==> src/rtl/wol_pkg.sv <==
package wol_pkg;

  // Strobes from the control FSM to the datapath.
  typedef struct packed {
    logic take;       // a scanned byte is consumed this cycle
    logic frameRst;   // the consumed byte is the first of a frame
    logic flush;      // scanning disabled: drop the sync run
    logic startCopy;  // first address byte matched after sync
    logic advance;    // next address byte matched
  } wolStrobe_t;

  typedef enum logic {
    ST_SYNC = 1'b0,
    ST_ADDR = 1'b1
  } wolState_t;

endpackage

==> src/rtl/wol_datapath.sv <==
module wol_datapath
  import wol_pkg::*;
#(
  parameter int ADDR_BYTES = 6,
  parameter int SYNC_LEN   = 6,
  parameter int COPIES     = 16
) (
  input  logic                    clk,
  input  logic                    rstN,
  input  logic [7:0]              byteData,
  input  logic [ADDR_BYTES*8-1:0] stationAddr,
  input  wolStrobe_t              strb,
  output logic                    isFf,
  output logic                    syncReady,
  output logic                    eqExpected,
  output logic                    eqFirst,
  output logic                    lastByte
);

  localparam int IDX_W    = (ADDR_BYTES > 1) ? $clog2(ADDR_BYTES) : 1;
  localparam int CNT_W    = (COPIES > 1) ? $clog2(COPIES) : 1;
  localparam int RUN_W    = $clog2(SYNC_LEN + 1);
  localparam logic [IDX_W-1:0] LAST_IDX  = IDX_W'(ADDR_BYTES - 1);
  localparam logic [CNT_W-1:0] LAST_COPY = CNT_W'(COPIES - 1);
  localparam logic [RUN_W-1:0] RUN_FULL  = RUN_W'(SYNC_LEN);

  logic [7:0]       addrByte [ADDR_BYTES];
  logic [7:0]       expByte;
  logic [RUN_W-1:0] runFf;
  logic [IDX_W-1:0] byteIdx;
  logic [CNT_W-1:0] copyCnt;

  // Address bytes in transmission order: most significant byte first.
  for (genvar g = 0; g < ADDR_BYTES; g++) begin : gAddr
    assign addrByte[g] = stationAddr[(ADDR_BYTES-1-g)*8 +: 8];
  end

  always_comb begin
    expByte = addrByte[0];
    for (int i = 0; i < ADDR_BYTES; i++) begin
      if (byteIdx == IDX_W'(i)) expByte = addrByte[i];
    end
  end

  assign isFf       = (byteData == 8'hFF);
  assign syncReady  = (runFf == RUN_FULL);
  assign eqExpected = (byteData == expByte);
  assign eqFirst    = (byteData == addrByte[0]);
  assign lastByte   = (byteIdx == LAST_IDX) && (copyCnt == LAST_COPY);

  // Saturating count of consecutive 0xFF bytes.
  always_ff @(posedge clk or negedge rstN) begin
    if (!rstN) begin
      runFf <= '0;
    end else if (strb.flush) begin
      runFf <= '0;
    end else if (strb.take) begin
      if (!isFf)                              runFf <= '0;
      else if (strb.frameRst)                 runFf <= RUN_W'(1);
      else if (runFf != RUN_FULL)             runFf <= runFf + RUN_W'(1);
    end
  end

  // Position within the address copies.
  always_ff @(posedge clk or negedge rstN) begin
    if (!rstN) begin
      byteIdx <= '0;
      copyCnt <= '0;
    end else if (strb.startCopy) begin
      byteIdx <= (ADDR_BYTES > 1) ? IDX_W'(1) : '0;
      copyCnt <= (ADDR_BYTES > 1) ? '0 : CNT_W'(1);
    end else if (strb.advance) begin
      if (byteIdx == LAST_IDX) begin
        byteIdx <= '0;
        copyCnt <= copyCnt + CNT_W'(1);
      end else begin
        byteIdx <= byteIdx + IDX_W'(1);
      end
    end
  end

endmodule

==> src/rtl/wol_control.sv <==
module wol_control
  import wol_pkg::*;
(
  input  logic       clk,
  input  logic       rstN,
  input  logic       byteValid,
  input  logic       frameStart,
  input  logic       frameEnd,
  input  logic       frameAccepted,
  input  logic       enUp,
  input  logic       enDown,
  input  logic       wakeClear,
  input  logic       isFf,
  input  logic       syncReady,
  input  logic       eqExpected,
  input  logic       eqFirst,
  input  logic       lastByte,
  output wolStrobe_t strb,
  output logic       wakePin,
  output logic       wakeIrq
);

  wolState_t state, stEff, stNext;
  logic inFrame, acceptQ;
  logic enAny, take, ready, detect, canStart;

  assign enAny = enUp | enDown;
  assign take  = byteValid & enAny &
                 (frameStart ? frameAccepted : (inFrame & acceptQ));
  // A start byte is always judged from a clean matcher.
  assign stEff    = frameStart ? ST_SYNC : state;
  assign ready    = syncReady & ~frameStart;
  assign canStart = ~isFf & ready & eqFirst;

  always_ff @(posedge clk or negedge rstN) begin
    if (!rstN) begin
      inFrame <= 1'b0;
      acceptQ <= 1'b0;
    end else if (byteValid && frameStart) begin
      inFrame <= ~frameEnd;
      acceptQ <= frameAccepted;
    end else if (byteValid && frameEnd) begin
      inFrame <= 1'b0;
    end
  end

  always_comb begin
    strb          = '0;
    strb.take     = take;
    strb.frameRst = frameStart;
    strb.flush    = ~enAny;
    detect        = 1'b0;
    stNext        = state;
    if (!enAny) begin
      stNext = ST_SYNC;
    end else if (take) begin
      stNext = ST_SYNC;
      case (stEff)
        ST_SYNC: begin
          if (canStart) begin
            strb.startCopy = 1'b1;
            stNext         = ST_ADDR;
          end
        end
        ST_ADDR: begin
          if (eqExpected) begin
            if (lastByte) begin
              detect = 1'b1;
            end else begin
              strb.advance = 1'b1;
              stNext       = ST_ADDR;
            end
          end else if (canStart) begin
            strb.startCopy = 1'b1;
            stNext         = ST_ADDR;
          end
        end
        default: stNext = ST_SYNC;
      endcase
      if (frameEnd) stNext = ST_SYNC;
    end else if (byteValid && (frameStart || frameEnd)) begin
      stNext = ST_SYNC;
    end
  end

  always_ff @(posedge clk or negedge rstN) begin
    if (!rstN) begin
      state   <= ST_SYNC;
      wakePin <= 1'b0;
      wakeIrq <= 1'b0;
    end else begin
      state   <= stNext;
      wakeIrq <= detect & enUp;
      if (!enAny)         wakePin <= 1'b0;
      else if (detect)    wakePin <= 1'b1;
      else if (wakeClear) wakePin <= 1'b0;
    end
  end

endmodule

==> src/rtl/wol_detector.sv <==
module wol_detector
  import wol_pkg::*;
#(
  parameter int ADDR_BYTES = 6,
  parameter int SYNC_LEN   = 6,
  parameter int COPIES     = 16
) (
  input  logic                    clk,
  input  logic                    rstN,
  input  logic                    byteValid,
  input  logic [7:0]              byteData,
  input  logic                    frameStart,
  input  logic                    frameEnd,
  input  logic                    frameAccepted,
  input  logic [ADDR_BYTES*8-1:0] stationAddr,
  input  logic                    enUp,
  input  logic                    enDown,
  input  logic                    wakeClear,
  output logic                    wakePin,
  output logic                    wakeStatus,
  output logic                    wakeIrq
);

  wolStrobe_t strb;
  logic isFf, syncReady, eqExpected, eqFirst, lastByte;

  wol_datapath #(
    .ADDR_BYTES(ADDR_BYTES), .SYNC_LEN(SYNC_LEN), .COPIES(COPIES)
  ) dp_i (
    .clk(clk), .rstN(rstN), .byteData(byteData), .stationAddr(stationAddr),
    .strb(strb), .isFf(isFf), .syncReady(syncReady), .eqExpected(eqExpected),
    .eqFirst(eqFirst), .lastByte(lastByte)
  );

  wol_control ctl_i (
    .clk(clk), .rstN(rstN), .byteValid(byteValid), .frameStart(frameStart),
    .frameEnd(frameEnd), .frameAccepted(frameAccepted), .enUp(enUp),
    .enDown(enDown), .wakeClear(wakeClear), .isFf(isFf), .syncReady(syncReady),
    .eqExpected(eqExpected), .eqFirst(eqFirst), .lastByte(lastByte),
    .strb(strb), .wakePin(wakePin), .wakeIrq(wakeIrq)
  );

  assign wakeStatus = wakePin;

endmodule

==> config.mk <==
export PLATFORM = sky130hd
export DESIGN_NAME = wol_detector
export DESIGN_NICKNAME = d
export VERILOG_FILES = /design/src/rtl/wol_pkg.sv /design/src/rtl/wol_datapath.sv /design/src/rtl/wol_control.sv /design/src/rtl/wol_detector.sv
export SDC_FILE = /design/constraint.sdc
export NUM_CORES = 1
export LEC_CHECK = 0
export ABC_CLOCK_PERIOD_IN_PS = 2800
export CORE_MARGIN = 10
export CORE_UTILIZATION = 41
export CTS_CLUSTER_DIAMETER = 40
export DETAILED_ROUTE_END_ITERATION = 10
export GPL_TIMING_DRIVEN = 0
export PLACE_DENSITY = 0.77
export SLEW_MARGIN = 20
export SYNTH_ARGS = -nofsm -noshare
export SYNTH_HDL_FRONTEND = slang
export SYNTH_SLANG_ARGS = --single-unit
export TNS_END_PERCENT = 10
==> constraint.sdc <==
create_clock -name clk -period 2.8 [get_ports clk]
set_input_delay 0.42 -clock clk [delete_from_list [all_inputs] [get_ports clk]]
set_output_delay 0.42 -clock clk [all_outputs]
set_load 0.01 [all_outputs]
**Yosys cells after proc, flatten, opt, wreduce, memory -nomap -nowiden**

Cells that the tools add are included.

- Bits in registers: 15
- Input bits: 65
- Output and inout port bits: 3
- Logic and storage cells: 90

- Add/sub/neg operators: 3
- Eq/ne operators: 15
- Muxes and demuxes: 42
- Bitwise gates (word level): 12
- Reductions and logical operators: 10

Operators by type and width:

| operator | count |
|---|---|
| $mux 8 | 5 |
| $mux 3 | 8 |
| $mux 1 | 22 |
| $eq 8x8->1 | 2 |
| $mux 4 | 3 |
| $eq 3x3->1 const B | 3 |
| $ne 3x3->1 const B | 3 |
| $eq 8x8->1 const B | 1 |
| $and 1x1->1 | 7 |
| $add 3x1->3 const B | 2 |
| $eq 3x2->1 const B | 2 |
| $reduce_bool 2->1 | 3 |
| $add 4x1->4 const B | 1 |
| $eq 4x4->1 const B | 1 |
| $logic_and 1x1->1 | 4 |
| $mux 2 | 2 |
| $ne 4x4->1 const B | 1 |
| $not 1->1 | 4 |
| $pmux 1 s2 | 2 |
| $reduce_and 2->1 | 2 |
| $eq 3x1->1 const B | 1 |
| $ne 2x2->1 const B | 1 |
| $logic_or 1x1->1 | 1 |
| $or 1x1->1 | 1 |

**Longest topological paths before layout**

Gate-level depths: netlist (run 1).

- Depth after elaboration: 13
- Depth in mapped cells: 14
- Depth with buffers taken out: 10

**By module**

Synthesis (run 1) repeated with hierarchy kept, for this count alone.

- Cell total of the unflattened synthesis: 210
- Area, all modules: 1775.5 um2

Modules (own cells, without submodules):

| module | instances | cells an instance | area each (um2) | seq. area each (um2) |
|---|---|---|---|---|
| wol_datapath | 1 | 177 | 1435.1 | 250.2 |
| wol_control | 1 | 32 | 332.8 | 125.1 |
| wol_detector | 1 | 1 | 7.5 | 0.0 |

**Worst setup path before layout (run 1)**

OpenSTA, ideal clock, no wires.

- Kind: register -> register
- Start: register dp_i.byteIdx[0]
- End: register dp_i.byteIdx[2]
- Library setup time: 132 ps
- Arrival time: 2549 ps
- Required time: 2668 ps
- Slack: 119 ps
- Cell stages (with the launch flop): 13
- Buffers on the path: 3
- Period minus slack after synthesis: 2681 ps
- Cell sequence: dfrtp_1 -> buf_6 -> and2_1 -> ha_1 -> buf_2 -> buf_2 -> a211oi_1 -> o21ai_0 -> and3_1 -> nor3_1 -> and4_4 -> mux2i_1 -> nor2_1

- Longest elaborated chain between the ends: 12
- Elaborated cells between the ends (all ways): 24
- Classes of those cells: 1 x add/sub; 6 x eq/ne; 15 x mux; 2 x reduce/logical

RTL lines:

| what | RTL line | text |
|---|---|---|
| start, declared | wol_datapath.sv:30 | `logic [IDX_W-1:0] byteIdx;` |
| start signal, assigned | wol_datapath.sv:70 | `byteIdx <= (ADDR_BYTES > 1) ? IDX_W'(1) : '0;` |
| start signal, assigned | wol_datapath.sv:77 | `byteIdx <= byteIdx + IDX_W'(1);` |
| $eq 3x1->1 | wol_datapath.sv:41 | `if (byteIdx == IDX_W'(i)) expByte = addrByte[i];` |
| $mux 8 (5 in series) | wol_datapath.sv:41 |  |
| $eq 8x8->1 | wol_datapath.sv:47 | `assign eqExpected = (byteData == expByte);` |
| $mux 1 | wol_control.sv:66 | `if (eqExpected) begin` |
| $pmux 1 s2 / $mux 1 (equally long branches) | wol_control.sv:58 | `case (stEff)` |
| $mux 2 | wol_control.sv:56 | `end else if (take) begin` |
| $mux 2 | wol_control.sv:54 | `if (!enAny) begin` |
| $mux 3 / $reduce_bool 2->1 (equally long branches) | n/a |  |

Several ways; a longest one is shown, not always the timed one. The select of a mux whose other input is x is not followed.
A chain may end at the register's enable or synchronous reset.

**Worst setup path after layout (run 1)**

- Start: register dp_i.byteIdx[2]
- End: register dp_i.byteIdx[2]

Same word-level chain as after synthesis.

==> metrics, run 1 <==
placer congestion estimate 0.873; routed wire length approximately 6700 um; EDFF count, synth 0; fmax around 360 MHz; Tot Pwr 0.606 mW; P per Cell Area about 210 nW/um2; IO Count about 70; FP Rows 24; WL/cell around 18 um; Mapped Cells 236; highest-delay cell along the critical path a2111oi_4; cts hold-fix bufs 0; Setup crit start dp_i.byteIdx[2]; input/output buffers 67; Data arrival, critical path approximately 2.9 ns; Slew @ Worst Pin between 0.6 and 0.7 ns; Hold WC Path Type reg2reg; Syn. warnings 0; vias in the first global route ~2100; vias per cell 5.81; DRT iter0 DRCs approximately 160; CTS Sinks 15; max incr delay on CP ~0.45 ns; Die Y just under 90 um; Mapped Nets between 300 and 400; core area between 4000 and 5000 um2; reg2reg start dp_i.byteIdx[2]; final net count ~380; register bit total from synthesis 15; leading cell type in the layout, fill and taps excluded clkdlybuf4s50_1; DRT Pass-1 Iters 4; Synth cell types between 50 and 60; clock buffer depth 2; layout cells sized above 1 between 10% and 20%; crit path launch type flip-flop; CP bufs+invs 3; Leak approximately 1.1 nW; area grow syn2layout 49.2%; register area share after synthesis 19.6%; first-pass GRT wire length ~11000 um; CTS tree done; hold path startpoint dp_i.copyCnt[3]; H-Tree Depth 1; count of pins over their slew limit 0; final setup fails 0; post-route ant nets 0; Most used DFF post-synth dfrtp_1; Clk Latency, worst-skew pair about 0.26 ns; total gr overflow 0; dpl ws -0.403 ns; CP required 2.93 ns; clk slew on worst S/H paths approximately 0.070 ns; max cap viols 0; critical path capture point type flip-flop; DRC 0; Worst path most repeated cell buf_6; delay-heaviest family, CP compound AO/OA/AOI/OAI gates; largest net degree at the start of global routing 16; Detailed Place HPWL 5230 um; Placed Cells between 300 and 400; Starting Density around 43%; final clock period utilization by the worst path approximately 98%; Non-Filler Instances around 370; DIE WIDTH a little under 90 um; number of diodes 0; Cell Area, Placed between 2000 and 3000 um2; Final Critical Period 2.76 ns; relative slew slack approximately 54%; CP cell instances buf_6 -> buf_6 -> inv_4 -> ha_4 -> a311oi_1 -> o41ai_2 -> a21o_1 -> a2111oi_4 -> and4_4 -> mux2i_1 -> nor2_1; WHS between 0.4 and 0.5 ns; Post-Syn Area around 1900 um2; maximum VDD drop ~0.00020 V; outcome finished clean; fraction of registers with async set/reset 100%; initial antenna violation count 0; die area 7810 um2; clk root buf clkbuf_8; worst setup path class reg2reg; clk_skew between 0.007 and 0.008 ns; commonest non-fill, non-tap cells in the layout clkdlybuf4s50_1 (67), a21oi_1 (21), nor2_1 (19); Vias about 2100; Design Area, Final around 2900 um2; Synth Area per Inst 8.12 um2; Final WS setup 0.0421 ns; RSZ-0062 raised after global routing true; Hold Fails Final Rpt 0; Crit Path Max Fanout 10; gr usage total 17.0%; total CTS buffers 3
## logic make-up after synthesis
group           share of synthesized area [%]
xor+xnor                                 4.57
simple gates                             29.1
fa+ha+maj                                2.61
mux                                      12.4
compound gates                           23.3
flops                                    19.6
buf+inv                                  8.43
## sequential cells by signal, summed over array words and instances, names as in the netlist
name / cells
dp_i.copyCnt: 4
dp_i.byteIdx: 3
ctl_i.state: 1
ctl_i.inFrame: 1
ctl_i.acceptQ: 1
ctl_i.wakePin: 1
ctl_i.wakeIrq: 1
dp_i.runFf: 3
## cells in the mapped netlist, drive strengths merged (5+ instances only)
| cell type | count | area share [%] |
|---|---|---|
| nand3 | 9 | 2.4 |
| xnor2 | 5 | 2.3 |
| dfrtp | 15 | 20 |
| nor2 | 19 | 3.7 |
| nor3 | 12 | 3.1 |
| inv | 10 | 2.0 |
| mux2 | 6 | 3.5 |
| mux2i | 17 | 8.9 |
| a21oi | 21 | 5.5 |
| nor3b | 6 | 2.6 |
| o21ai | 5 | 1.3 |
| xor2 | 5 | 2.3 |
| a31oi | 5 | 1.6 |
| nand2b | 6 | 2.0 |
| nand2 | 16 | 3.1 |
| buf | 13 | 6.5 |
## per-stage QoR
step	util (%)	setup TNS, ns
floorplan	-	0
CTS	63.2	-0.0137
global route	64.3	-0.305
finish	64.3	0
global placement	59.7	-2.16
detailed placement	59.7	-2.24
## path summary, 6_finish.rpt
path | to | slack, ns | cells past startpoint
setup / recovery | dp_i.byteIdx[2] | 0.04 | 11
hold / removal | dp_i.copyCnt[3] | 0.49 | 1
setup reg to reg | dp_i.byteIdx[2] | 0.04 | 11
hold reg to reg | dp_i.copyCnt[3] | 0.49 | 1
max in group asynchronous | ctl_i.acceptQ | 1.78 | 1
min in group asynchronous | ctl_i.inFrame | 0.58 | 1
## worst reg2reg max path, delay by kind of cell, from the launching register on
| kind | cells | cell delay (ns) |
|---|---|---|
| muxes | 1 | 0.18 |
| DFF | 1 | 0.34 |
| AOI/OAI and AO/OA | 4 | 1.18 |
| and+or+nand+nor | 2 | 0.37 |
| adders and majority gates | 1 | 0.20 |
| buffers and inverters | 3 | 0.35 |
## per-layer routing
metal / wire, um / part of all wire, % / vias to the layer above / global-route usage [%]
li1: - / - / 1040 / -
met1: 2990 / 45 / 1009 / 21.3
met2: 3310 / 49 / 65 / 28.7
met3: 320 / 4.8 / 7 / 3.03
met4: 88 / 1.3 / 0 / 5.87
met5: 0 / 0 / - / 0
## where the power goes
group | switching [mW] | internal (mW) | total [mW]
logic | 0.0768 | 0.120 | 0.197
clock network | 0.0827 | 0.0988 | 0.182
registers | 0.00457 | 0.222 | 0.227
total | 0.164 | 0.442 | 0.606
## layout make-up
cell class | count | area [um2]
clock buffer | 3 | 41.3
tap | 52 | 65.1
timing repair buffer | 74 | 723
clock inverter | 1 | 5.00
inverter | 10 | 40.0
multi-input combinational | 198 | 1480
fill | 406 | 1590
sequential | 15 | 375
buffer | 12 | 124
## what timing repair did
action	in CTS	in global routing
gates resized for setup	17	9
setup buffers	6	1
setup endpoints to repair	10	10
pin swaps	6	5
No activity file was read; power rests on OpenSTA's default activity.
==> inputs of run 2 (changes only) <==
--- a/config.mk
+++ b/config.mk
@@ -12,6 +12,7 @@
 export DETAILED_ROUTE_END_ITERATION = 10
 export GPL_TIMING_DRIVEN = 0
 export PLACE_DENSITY = 0.77
+export SKIP_LAST_GASP = 1
 export SLEW_MARGIN = 20
 export SYNTH_ARGS = -nofsm -noshare
 export SYNTH_HDL_FRONTEND = slang
==> run 2 against run 1 <==
Maximum frequency fell by 0.13%; worst setup slack got worse by 0.0037 ns; clock power about the same; total power is 0.27% higher; utilization is 0.056 points higher; register-to-register slack about the same; largest power group unchanged.
==> metrics, run 2 (synthesis gave the netlist of run 1 again) <==
initial antenna violation count 0; Slew @ Worst Pin 0.684 ns; Die Y around 90 um; Detailed Place HPWL around 5200 um; post-route ant nets 0; Leak 1.14 nW; power share of the combinational group 32.6%; commonest non-fill, non-tap cells in the layout clkdlybuf4s50_1 (67), a21oi_1 (21), nor2_1 (19); worst r2r dst dp_i.byteIdx[2]; fmax 362 MHz; clk slew on worst S/H paths approximately 0.070 ns; max cap viols 0; Vias about 2100; DRC 0; routed wire length a little under 7000 um; vias in the first global route 2088; Design Area, Final around 2900 um2; highest-delay cell along the critical path a2111oi_4; multi-input logic area approximately 1500 um2; clock share of power 30.1%; FP Rows 24; placer congestion estimate roughly 0.87; final clock period utilization by the worst path a little over nine tenths; die area just under 8000 um2; largest register by flop count dp_i.copyCnt; Setup crit start dp_i.byteIdx[2]; vias per cell a little under 6; Starting Density 43.1%; crit path capture dp_i.byteIdx[2]; Largest regs dp_i.copyCnt (4), dp_i.byteIdx (3), dp_i.runFf (3); Cell Area, Placed between 2000 and 3000 um2; crit path launch type flip-flop; switching part of the total between 20% and 30%; DRT iter0 DRCs roughly 130; critical path capture point type flip-flop; clk_skew around 0.0081 ns; CTS Sinks 15; worst setup path class reg2reg; Crit Path Max Fanout 10; worst reg2reg setup slack between 0.03 and 0.04 ns; Hold WC Path Type reg2reg; max FFs per register 4; max incr delay on CP around 0.44 ns; reg2reg start dp_i.byteIdx[2]; relative slew slack 54.3%; Data arrival, critical path around 2.9 ns; final setup fails 0; fillers between 400 and 500; Psw around 0.17 mW; Pint 0.442 mW; number of diodes 0; input/output buffers 67; Final Critical Period roughly 2.8 ns; outcome finished clean; maximum VDD drop between 0.0002 and 0.00025 V; H-Tree Depth 1; DIE WIDTH approximately 88 um; CTS tree done; Hold Fails Final Rpt 0; Clk Latency, worst-skew pair 0.26 ns; gr usage total 17.0%; layout cells sized above 1 approximately 18%; IO Count roughly 70; CP cell instances buf_6 -> buf_8 -> inv_2 -> ha_4 -> a311oi_1 -> o41ai_2 -> a21o_1 -> a2111oi_4 -> and4_4 -> mux2i_1 -> nor2_1; largest net degree at the start of global routing 16; clk root buf clkbuf_8; total CTS buffers 3; DRT Pass-1 Iters 4; clock buffer depth 2; total gr overflow 0; RSZ-0062 raised after global routing true; Worst Reg-to-Reg Cells 11; CP required between 2 and 3 ns; Seq pwr share between 30 and 40%; first-pass GRT wire length between 10000 and 15000 um; area grow syn2layout 49.3%; core area approximately 4400 um2; Final Util 64.4%; WL/cell roughly 18 um; final net count between 300 and 400; Reg area between 300 and 400 um2; P per Cell Area 212 nW/um2; leading cell type in the layout, fill and taps excluded clkdlybuf4s50_1; count of pins over their slew limit 0; Tot Pwr 0.608 mW
-- run 2: critical path, delay by kind of cell, from the launching register on --
kind            cells  cell delay (ns)
compound gates      4             1.17
simple gates        2             0.37
flops               1             0.34
buf+inv             3             0.34
fa+ha+maj           1             0.21
mux                 1             0.18
-- run 2: worst min-delay path by stage --
stage	from	end	slack [ns]	cells after the start
2_1_floorplan	rstN	ctl_i.acceptQ	0.12	0
3_3_place_gp	dp_i.copyCnt[3]	dp_i.copyCnt[3]	0.48	1
3_5_place_dp	dp_i.copyCnt[3]	dp_i.copyCnt[3]	0.48	1
4_1_cts	dp_i.copyCnt[3]	dp_i.copyCnt[3]	0.49	1
5_1_grt	dp_i.copyCnt[3]	dp_i.copyCnt[3]	0.51	1
6_report	dp_i.copyCnt[3]	dp_i.copyCnt[3]	0.49	1
-- run 2: repair_timing --
item	4_1_cts	5_1_grt
setup endpoints to repair	10	10
hold buffers	0	0
setup buffers	6	1
gates resized for setup	16	11
pin swaps	5	7
-- run 2: per-layer routing --
layer / GRT usage, % / part of all wire (%)
met1: 21.2 / 43
met2: 28.7 / 49
met4: 5.87 / 1.5
met5: 0 / 0
met3: 3.03 / 5.9
-- run 2: cell type report --
type,count,area share [%]
Multi-Input combinational cell,198,51.8
Timing Repair Buffer,74,25.3
Sequential cell,15,13.1
Buffer,12,4.59
Tap cell,52,2.27
Clock buffer,3,1.44
Inverter,10,1.31
Clock inverter,1,0.175
-- run 2: power by group through the flow --
| stage | Clock, mW | Sequential (mW) | Combinational [mW] |
|---|---|---|---|
| after global placement | 0 | 0.230 | 0.186 |
| after detailed placement | 0 | 0.231 | 0.189 |
| after CTS | 0.186 | 0.227 | 0.193 |
| after global routing | 0.195 | 0.227 | 0.214 |
| final | 0.183 | 0.227 | 0.198 |
| after floorplan | 0 | 0.229 | 0.0691 |
-- run 2: metrics by stage --
| stage | setup TNS [ns] | hold WS, ns | std cells | worst slack (ns) |
|---|---|---|---|---|
| 4_1_cts | -0.0226 | 0.491 | 365 | -0.0137 |
| 3_5_place_dp | -2.24 | 0.484 | 355 | -0.403 |
| 3_3_place_gp | -2.16 | 0.477 | 355 | -0.424 |
| 6_report | 0 | 0.491 | 365 | 0.0384 |
| 5_1_grt | -0.541 | 0.508 | 365 | -0.134 |
| 2_1_floorplan | 0 | 0.124 | 236 | 0.119 |
==> inputs of run 3 (changes only) <==
--- a/config.mk
+++ b/config.mk
@@ -7,11 +7,11 @@
 export LEC_CHECK = 0
 export ABC_CLOCK_PERIOD_IN_PS = 2800
 export CORE_MARGIN = 10
-export CORE_UTILIZATION = 41
+export CORE_UTILIZATION = 30
+export CTS_BUF_LIST = sky130_fd_sc_hd__clkbuf_8
 export CTS_CLUSTER_DIAMETER = 40
 export DETAILED_ROUTE_END_ITERATION = 10
 export GPL_TIMING_DRIVEN = 0
-export PLACE_DENSITY = 0.77
 export SKIP_LAST_GASP = 1
 export SLEW_MARGIN = 20
 export SYNTH_ARGS = -nofsm -noshare
==> run 3 against run 2 <==
Worst hold slack improved by 0.0057 ns; combinational power about the same; register-to-register slack about the same; die area increased by 28%; clock power decreased by 6%; global-route usage decreased by 3.5 points; largest power group unchanged.
==> metrics, run 3 (synthesis gave the netlist of run 1 again) <==
outcome finished clean; relative slew slack 53.7%; leading cell type in the layout, fill and taps excluded clkdlybuf4s50_1; Final WS setup 0.0462 ns; vias per cell 5.40; input/output buffers 67; Leak 1.17 nW; total CTS buffers 3; final setup fails 0; Hold Fails Final Rpt 0; CP cell instances buf_6 -> and2_4 -> ha_4 -> nand2_4 -> mux2i_4 -> a222oi_1 -> nand4_1 -> a2111oi_4 -> and4_4 -> mux2i_1 -> nor2_1; crit path launch type flip-flop; CTS Sinks 15; FP Rows 29; max incr delay on CP roughly 0.45 ns; Data arrival, critical path ~2.9 ns; max FFs per register 4; area grow syn2layout 53.8%; post-route ant nets 0; highest-delay cell along the critical path a222oi_1; DRT Pass-1 Iters 4; P per Cell Area 203 nW/um2; commonest non-fill, non-tap cells in the layout clkdlybuf4s50_1 (67), a21oi_1 (21), nor2_1 (19); final net count 388; DRC 0; clk_skew 0.00633 ns; Detailed Place HPWL ~5500 um; largest register by flop count dp_i.copyCnt; H-Tree Depth 1; worst setup path class reg2reg; Design Area, Final just under 3000 um2; Final Critical Period 2.75 ns; layout cells sized above 1 a little over 20%; DRT iter0 DRCs 104; RSZ-0062 raised after global routing true; core area 6280 um2; CTS tree done; first-pass GRT wire length between 10000 and 15000 um; clk slew on worst S/H paths ~0.060 ns; maximum VDD drop roughly 0.00019 V; cts hold-fix bufs 0; Die Y 99.9 um; number of diodes 0; Worst Reg-to-Reg Cells 11; DIE WIDTH roughly 100 um; Crit Path Max Fanout 8; clock buffer depth 2; hold path cells 1; gr usage total between 10 and 15%; dpl ws -0.505 ns; initial antenna violation count 0; die area approximately 10000 um2; Hold WC Path Type reg2reg; Clk Latency, worst-skew pair 0.25 ns; Slew @ Worst Pin 0.692 ns; final clock period utilization by the worst path between 90% and 100%; IO Count 68; CP required between 2 and 3 ns; clk root buf clkbuf_8; count of pins over their slew limit 0; Levels on crit path 11; fmax roughly 360 MHz; Vias between 2000 and 2500; Starting Density 30.5%; delay-heaviest family, CP simple AND/OR/NAND/NOR gates; vias in the first global route roughly 2200; largest net degree at the start of global routing 18; WL/cell 17.8 um; CP bufs+invs 1; routed wire length 7020 um; Largest regs dp_i.copyCnt (4), dp_i.byteIdx (3), dp_i.runFf (3); Cell Area, Placed between 2000 and 3000 um2; critical path capture point type flip-flop; max cap viols 0; placer congestion estimate around 0.93; total gr overflow 0
-- run 3: final cells by class --
cell class,instances,area (um2)
inverters,10,37.5
flip-flops and latches,15,375
multi-input cells,198,1500
plain buffers,10,105
repair buffers,81,792
clock inverters,1,3.75
fillers,617,3330
well taps,77,96.3
clock buffers,3,41.3
-- run 3: what timing repair did --
item                                    4_1_cts  5_1_grt
endpoints found under the setup margin       10       10
pin swaps                                     5       10
resized for setup                            12       16
buffers inserted                              6        8
-- run 3: routing by layer --
metal  vias up  track usage, %  part of all wire, %
li1       1044               -                    -
met1      1033            16.6                   43
met2        45            23.5                   51
met3        10            2.40                  3.7
met4         0            3.53                  2.2
met5         -               0                    0
-- run 3: final timing paths --
check / slack (ns) / start / endpoint
worst min-delay path: 0.50 / dp_i.copyCnt[3] / dp_i.copyCnt[3]
worst max register to register: 0.05 / dp_i.byteIdx[1] / dp_i.copyCnt[1]
worst max-delay path: 0.05 / dp_i.byteIdx[1] / dp_i.copyCnt[1]
min in group asynchronous: 0.59 / rstN / dp_i.runFf[1]
max in group asynchronous: 1.77 / rstN / dp_i.copyCnt[1]
worst min register to register: 0.50 / dp_i.copyCnt[3] / dp_i.copyCnt[3]
-- run 3: per-stage QoR --
| stage | std cells | hold WS [ns] | util [%] | total power [mW] | TNS, ns |
|---|---|---|---|---|---|
| after global placement | 380 | 0.477 | 42.7 | 0.418 | -2.56 |
| final | 395 | 0.497 | 46.9 | 0.597 | 0 |
| after CTS | 388 | 0.500 | 44.6 | 0.595 | -0.116 |
| after detailed placement | 380 | 0.492 | 42.7 | 0.420 | -2.76 |
| after global routing | 395 | 0.526 | 46.9 | 0.630 | -0.371 |
| after floorplan | 236 | 0.124 | - | 0.298 | 0 |
-- run 3: worst reg2reg max path: cells and delay by family, from the launching register on --
| kind | cells | cell delay (ns) |
|---|---|---|
| AO/OA/AOI/OAI | 2 | 0.81 |
| adder cells (fa/ha/maj) | 1 | 0.21 |
| buffers and inverters | 1 | 0.12 |
| flip-flops | 1 | 0.38 |
| multiplexers | 2 | 0.26 |
| AND/OR/NAND/NOR | 5 | 0.86 |
-- run 3: where the power goes --
group / switching (mW) / internal (mW)
clock: 0.0754 / 0.0970
sequential: 0.00379 / 0.222
combinational: 0.0768 / 0.122
